===== config.mk =====
export PLATFORM = sky130hd
export DESIGN_NAME = tick_timer
export DESIGN_NICKNAME = d
export VERILOG_FILES = /design/src/rtl/tick_timer_pkg.sv /design/src/rtl/tt_prescaler.sv /design/src/rtl/tt_counter.sv /design/src/rtl/tick_timer.sv
export SDC_FILE = /design/constraint.sdc
export NUM_CORES = 1
export LEC_CHECK = 0
export ABC_AREA = 1
export BUFFER_PORTS_ARGS = -buffer_cell sky130_fd_sc_hd__clkbuf_2
export CAP_MARGIN = 20
export CELL_PAD_IN_SITES_DETAIL_PLACEMENT = 0
export CELL_PAD_IN_SITES_GLOBAL_PLACEMENT = 1
export CORE_MARGIN = 4
export CORE_UTILIZATION = 44
export CTS_BUF_LIST = sky130_fd_sc_hd__clkbuf_4 sky130_fd_sc_hd__clkbuf_8
export DETAILED_ROUTE_END_ITERATION = 7
export GPL_TIMING_DRIVEN = 0
export HOLD_SLACK_MARGIN = 0.05
export PLACE_DENSITY = 0.82
export SETUP_SLACK_MARGIN = 0.3
export SYNTH_ARGS = -nofsm -noshare
export SYNTH_HDL_FRONTEND = slang
export SYNTH_SLANG_ARGS = --single-unit

===== constraint.sdc =====
create_clock -name clk -period 2.1 [get_ports clk]
set_clock_uncertainty 0.05 [all_clocks]
set_input_delay 0.105 -clock clk [delete_from_list [all_inputs] [get_ports clk]]
set_output_delay 0.105 -clock clk [all_outputs]
set_load 0.05 [all_outputs]

===== src/rtl/tick_timer_pkg.sv =====
package tick_timer_pkg;

    localparam int ADDR_W = 3;

    typedef enum logic [ADDR_W-1:0] {
        A_CTRL   = 3'd0,
        A_IEN    = 3'd1,
        A_FLAG   = 3'd2,
        A_FORCE  = 3'd3,
        A_COUNT  = 3'd4,
        A_DIV    = 3'd5,
        A_RELOAD = 3'd6,
        A_NONE   = 3'd7
    } reg_addr_e;

    typedef struct packed {
        logic ovf_only;
        logic buffered;
        logic run;
    } ctrl_t;

endpackage


===== src/rtl/tt_prescaler.sv =====
module tt_prescaler #(
    parameter int W = 16
) (
    input  logic         clk,
    input  logic         rst_n,
    input  logic         run,
    input  logic         upd,
    input  logic [W-1:0] div_pre,
    output logic         tick,
    output logic [W-1:0] div_act
);
    typedef struct packed {
        logic [W-1:0] div;
        logic [W-1:0] phase;
    } ps_t;

    ps_t s_d, s_q;

    always_comb begin
        s_d  = s_q;
        tick = run && (s_q.phase == s_q.div);
        if (upd) begin
            s_d.div   = div_pre;
            s_d.phase = '0;
        end else if (run) begin
            s_d.phase = tick ? '0 : s_q.phase + 1'b1;
        end
    end

    always_ff @(posedge clk) begin
        if (!rst_n) s_q <= '0;
        else        s_q <= s_d;
    end

    assign div_act = s_q.div;
endmodule


===== src/rtl/tt_counter.sv =====
module tt_counter #(
    parameter int W = 16
) (
    input  logic         clk,
    input  logic         rst_n,
    input  logic         tick,
    input  logic         force_upd,
    input  logic         ld,
    input  logic [W-1:0] ld_val,
    input  logic [W-1:0] limit,
    output logic [W-1:0] cnt,
    output logic         ovf
);
    logic [W-1:0] cnt_d, cnt_q;

    always_comb begin
        cnt_d = cnt_q;
        ovf   = tick && (cnt_q == limit);
        if (force_upd)  cnt_d = '0;
        else if (ld)    cnt_d = ld_val;
        else if (tick)  cnt_d = ovf ? '0 : cnt_q + 1'b1;
    end

    always_ff @(posedge clk) begin
        if (!rst_n) cnt_q <= '0;
        else        cnt_q <= cnt_d;
    end

    assign cnt = cnt_q;
endmodule


===== src/rtl/tick_timer.sv =====
module tick_timer #(
    parameter int          W          = 16,
    parameter logic [15:0] RELOAD_RST = 16'hFFFF
) (
    input  logic                              clk,
    input  logic                              rst_n,
    input  logic                              freeze,
    input  logic                              wr_en,
    input  logic [tick_timer_pkg::ADDR_W-1:0] addr,
    input  logic [W-1:0]                      wr_data,
    output logic [W-1:0]                      rd_data,
    output logic                              irq
);
    import tick_timer_pkg::*;

    typedef struct packed {
        ctrl_t        ctrl;
        logic         ien;
        logic         flag;
        logic [W-1:0] div_pre;
        logic [W-1:0] rel_pre;
        logic [W-1:0] rel_sh;
        logic         irq;
    } regs_t;

    regs_t s_d, s_q;

    reg_addr_e    a;
    logic         wr_ctrl, wr_ien, wr_flag, wr_cnt, wr_div, wr_rel;
    logic         force_upd, run, tick, ovf, upd;
    logic [W-1:0] limit, cnt, div_act;
    logic         flag_q, ien_q, src_q;

    assign a         = reg_addr_e'(addr);
    assign wr_ctrl   = wr_en && (a == A_CTRL);
    assign wr_ien    = wr_en && (a == A_IEN);
    assign wr_flag   = wr_en && (a == A_FLAG);
    assign wr_cnt    = wr_en && (a == A_COUNT);
    assign wr_div    = wr_en && (a == A_DIV);
    assign wr_rel    = wr_en && (a == A_RELOAD);
    assign force_upd = wr_en && (a == A_FORCE) && wr_data[0];
    assign run       = s_q.ctrl.run && !freeze;
    assign limit     = s_q.ctrl.buffered ? s_q.rel_sh : s_q.rel_pre;
    assign upd       = ovf || force_upd;
    assign flag_q    = s_q.flag;
    assign ien_q     = s_q.ien;
    assign src_q     = s_q.ctrl.ovf_only;

    tt_prescaler #(.W(W)) u_ps (
        .clk     (clk),
        .rst_n   (rst_n),
        .run     (run),
        .upd     (upd),
        .div_pre (s_q.div_pre),
        .tick    (tick),
        .div_act (div_act)
    );

    tt_counter #(.W(W)) u_cnt (
        .clk       (clk),
        .rst_n     (rst_n),
        .tick      (tick),
        .force_upd (force_upd),
        .ld        (wr_cnt),
        .ld_val    (wr_data),
        .limit     (limit),
        .cnt       (cnt),
        .ovf       (ovf)
    );

    always_comb begin
        s_d = s_q;
        if (wr_ctrl) begin
            s_d.ctrl.run      = wr_data[0];
            s_d.ctrl.buffered = wr_data[1];
            s_d.ctrl.ovf_only = wr_data[2];
        end
        if (wr_ien) s_d.ien     = wr_data[0];
        if (wr_div) s_d.div_pre = wr_data;
        if (wr_rel) s_d.rel_pre = wr_data;
        if (upd)    s_d.rel_sh  = s_q.rel_pre;
        if (ovf || (force_upd && !s_q.ctrl.ovf_only)) s_d.flag = 1'b1;
        else if (wr_flag && !wr_data[0])              s_d.flag = 1'b0;
        s_d.irq = s_q.flag && s_q.ien;
    end

    always_ff @(posedge clk) begin
        if (!rst_n) begin
            s_q         <= '0;
            s_q.rel_pre <= W'(RELOAD_RST);
            s_q.rel_sh  <= W'(RELOAD_RST);
        end else begin
            s_q <= s_d;
        end
    end

    always_comb begin
        rd_data = '0;
        case (a)
            A_CTRL: begin
                rd_data[0] = s_q.ctrl.run;
                rd_data[1] = s_q.ctrl.buffered;
                rd_data[2] = s_q.ctrl.ovf_only;
            end
            A_IEN:    rd_data[0] = s_q.ien;
            A_FLAG:   rd_data[0] = s_q.flag;
            A_COUNT:  rd_data    = cnt;
            A_DIV:    rd_data    = s_q.div_pre;
            A_RELOAD: rd_data    = s_q.rel_pre;
            default:  rd_data    = '0;
        endcase
    end

    assign irq = s_q.irq;
endmodule


==> out/qor.yml <==
synth_top_area_share_pct: 35.0
critPathLaunchType: "flip-flop"
cts_buffers: 9
drt_iter0_drc: 516
yosysWarnings: 0
synth_area_leader_cell: "dfxtp_1"
drive_gt1_share_pct: 18.6
drtAntennaViolNets: 0
reg2reg_depth: 15
path_max_fanout: 5
syn_to_final_growth_pct: 27.9
dp_cells: 1162
rsz0062_at_grt: "yes"
status: "finished with violations"
cts_sinks: 102
seq_area_frac_synth_pct: 35.0
clk_pin_slew_ps: 110
viasPerCell: 5.26
r2r_slack_ps: -10
wl_met1_um: 8800
wl_per_cell_um: 16.8
violations: "negative setup slack"
grt_pass1_vias: 6193
htree_levels: 3
min_from: "rst_n"
final_core_util_pct: 58.4
max_freq_ghz: 0.473
dp_hpwl_um: 14600
final_cell_mix: "nand2_1 (265), inv_1 (113), nand3_1 (104)"
start_util_pct: 45.7
ys_types: 29
hold-worst-slack_ps: 83.7
syn-cell-area_um2: 5830
setup_ws_ps: -14.5
tightest_slew_ps: 661
clock_latency_ps: 390
rows: 41
synth-seq-cells: 102
path_class: "flip-flop to flip-flop"
die_y_um: 123
vias: 6433
synth_top_cells_by_area: "dfxtp_1 (35%), nand2_1 (19%), nand3_1 (10%), inv_1 (7.3%), a21oi_1 (6.4%)"
leakagePower_nw: 3.44
drv_slew: 0
grt_max_degree: 19
grt_antenna_before_repair: 0
dieArea_um2: 15200
cts_root_buffer: "clkbuf_8"
hold_viol_final: 0
drt_pre_antenna_iters: 5
grt_util_all_layers_pct: 27.9
final_nets: 1070
syn_area_per_cell_um2: 6.13
gr-total-overflow: 0
die_x_um: 123
cts_buffer_depth: 2
cts_tree: "built"
timing.final.crit_period_ps: 2110
period_share_pct: 101
finalSetupViolations: 13
grt_pass1_wl_um: 32400
synth_nets: 976
route.met3.wl_um: 1060
core_area_um2: 12800
required_ps: 2310
syn_inst: 951
reg2reg_from: "s_q[52]$_SDFFE_PN0P_"
vdd_drop_max_mv: 0.458
drv_cap: 0
drc: 0
wl_met2_um: 10100
holdPathStages: 4
worst_hold_path.endpoint: "s_q[18]$_SDFFE_PN1P_"
gp_congestion: 0.989
wl_um: 20500
hold_class: "primary input to flip-flop"
p_per_area_nw_per_um2: 510
critPathArrivalTime_ps: 2320
antenna_cells: 0
top_layer_used: "met4"
crit_start: "s_q[52]$_SDFFE_PN0P_"
final_cells: 1222
r2r-end: "s_q[16]$_SDFFE_PN1P_"
io_buffers: 39
slew_headroom_pct: 55.9
layout_commonest_cell: "nand2_1"
critPathCaptureType: "flip-flop"
io_pins: 40
## per-stage QoR
| step | TNS, ps | setup slack [ps] | instance area, um^2 | power [mW] |
|---|---|---|---|---|
| 2_1_floorplan | 0 | 363 | 5830 | 2.34 |
| 3_3_place_gp | -13310 | -360 | 6240 | 2.50 |
| 3_5_place_dp | -12080 | -320 | 6240 | 2.50 |
| 4_1_cts | 0 | 52.1 | 7290 | 3.80 |
| 5_1_grt | -4350 | -119 | 7460 | 3.95 |
| 6_report | -85.5 | -14.5 | 7460 | 3.80 |
## logic make-up after synthesis
group	after synthesis	share of synthesized area (%)
buf+inv	159	10.8
fa+ha+maj	2	0.429
xor+xnor	14	2.10
flops	102	35.0
simple gates	550	40.0
compound gates	124	11.7
## layout make-up
class	instances	area, um^2
Sequential cell	102	2050
Tap cell	172	215
Clock buffer	9	124
Inverter	118	455
Fill cell	1308	5320
Clock inverter	7	57.6
Timing Repair Buffer	82	687
Buffer	41	287
Multi-Input combinational cell	691	3580
## worst max path at each step
stage | endpoint | slack [ps] | depth (start not counted)
after floorplan | s_q[14]$_SDFFE_PN1P_ | 360 | 14
after global placement | u_cnt.cnt[14]$_SDFFE_PP0P_ | -360 | 12
after detailed placement | s_q[3]$_SDFFE_PN1P_ | -320 | 13
after CTS | s_q[5]$_SDFFE_PN1P_ | 50 | 15
after global routing | u_ps.div_act[12]$_SDFFE_PN0P_ | -120 | 16
final | s_q[16]$_SDFFE_PN1P_ | -10 | 15
## where the power goes
group / leakage, nW / internal [mW] / switching (mW)
sequential: 0.830 / 1.97 / 0.0363
combinational: 2.52 / 0.189 / 0.371
clock: 0.0946 / 0.449 / 0.782
total: 3.44 / 2.61 / 1.19
## sequential cells by signal, indices dropped and copies added (netlist names)
| register | cells |
|---|---|
| u_cnt.cnt | 16 |
| u_ps.div_act | 16 |
| src_q | 1 |
| flag_q | 1 |
| ien_q | 1 |
| irq | 1 |
| u_ps.s_q | 16 |
| s_q | 50 |
## timing repair
action | CTS | global route
hold buffers | 19 | 0
pin swaps | 12 | 20
gates cloned | 8 | 0
endpoints found under the setup margin | 80 | 76
buffers inserted | 16 | 1
gates resized for setup | 125 | 52
hold endpoints to repair | 53 | 0
## Yosys cell counts
master      n
nor4_1      3
o221ai_1   14
nand4_1    27
nand3_2     1
nand2_2     1
or2_2       1
dfxtp_1   102
buf_6       1
inv_4       1
nand3b_1    2
nor2_1     82
xor2_1     13
buf_2       8
a211oi_1    2
nor3_1     13
a21oi_1    74
inv_2       2
buf_4       3
clkinv_1    1
nor2_2      4
o21ai_0    33
inv_1     114
nand2_1   297
xnor2_1     1
nand3_1   118
o22ai_1     1
clkbuf_1   29
ha_1        2
and3_1      1
## critical path: stages, from the launching register on
cell	delay (ps)
dfxtp_2	350
buf_8	140
clkinv_8	70
buf_8	140
nand2_2	70
nand2_1	50
nand2_1	50
nand2_1	50
nor2_1	120
nand2_2	100
nor2_4	180
buf_6	120
nand3_4	140
clkbuf_8	220
nand3_2	60
nand3_1	80
## per-layer routing
layer  GRT usage [%]  vias to the layer above
met5               0                        -
met4            10.0                        0
met3            4.76                       34
met2            48.4                      168
met1            34.8                     2957
li1                -                     3274
(Power assumes the default switching activity.)
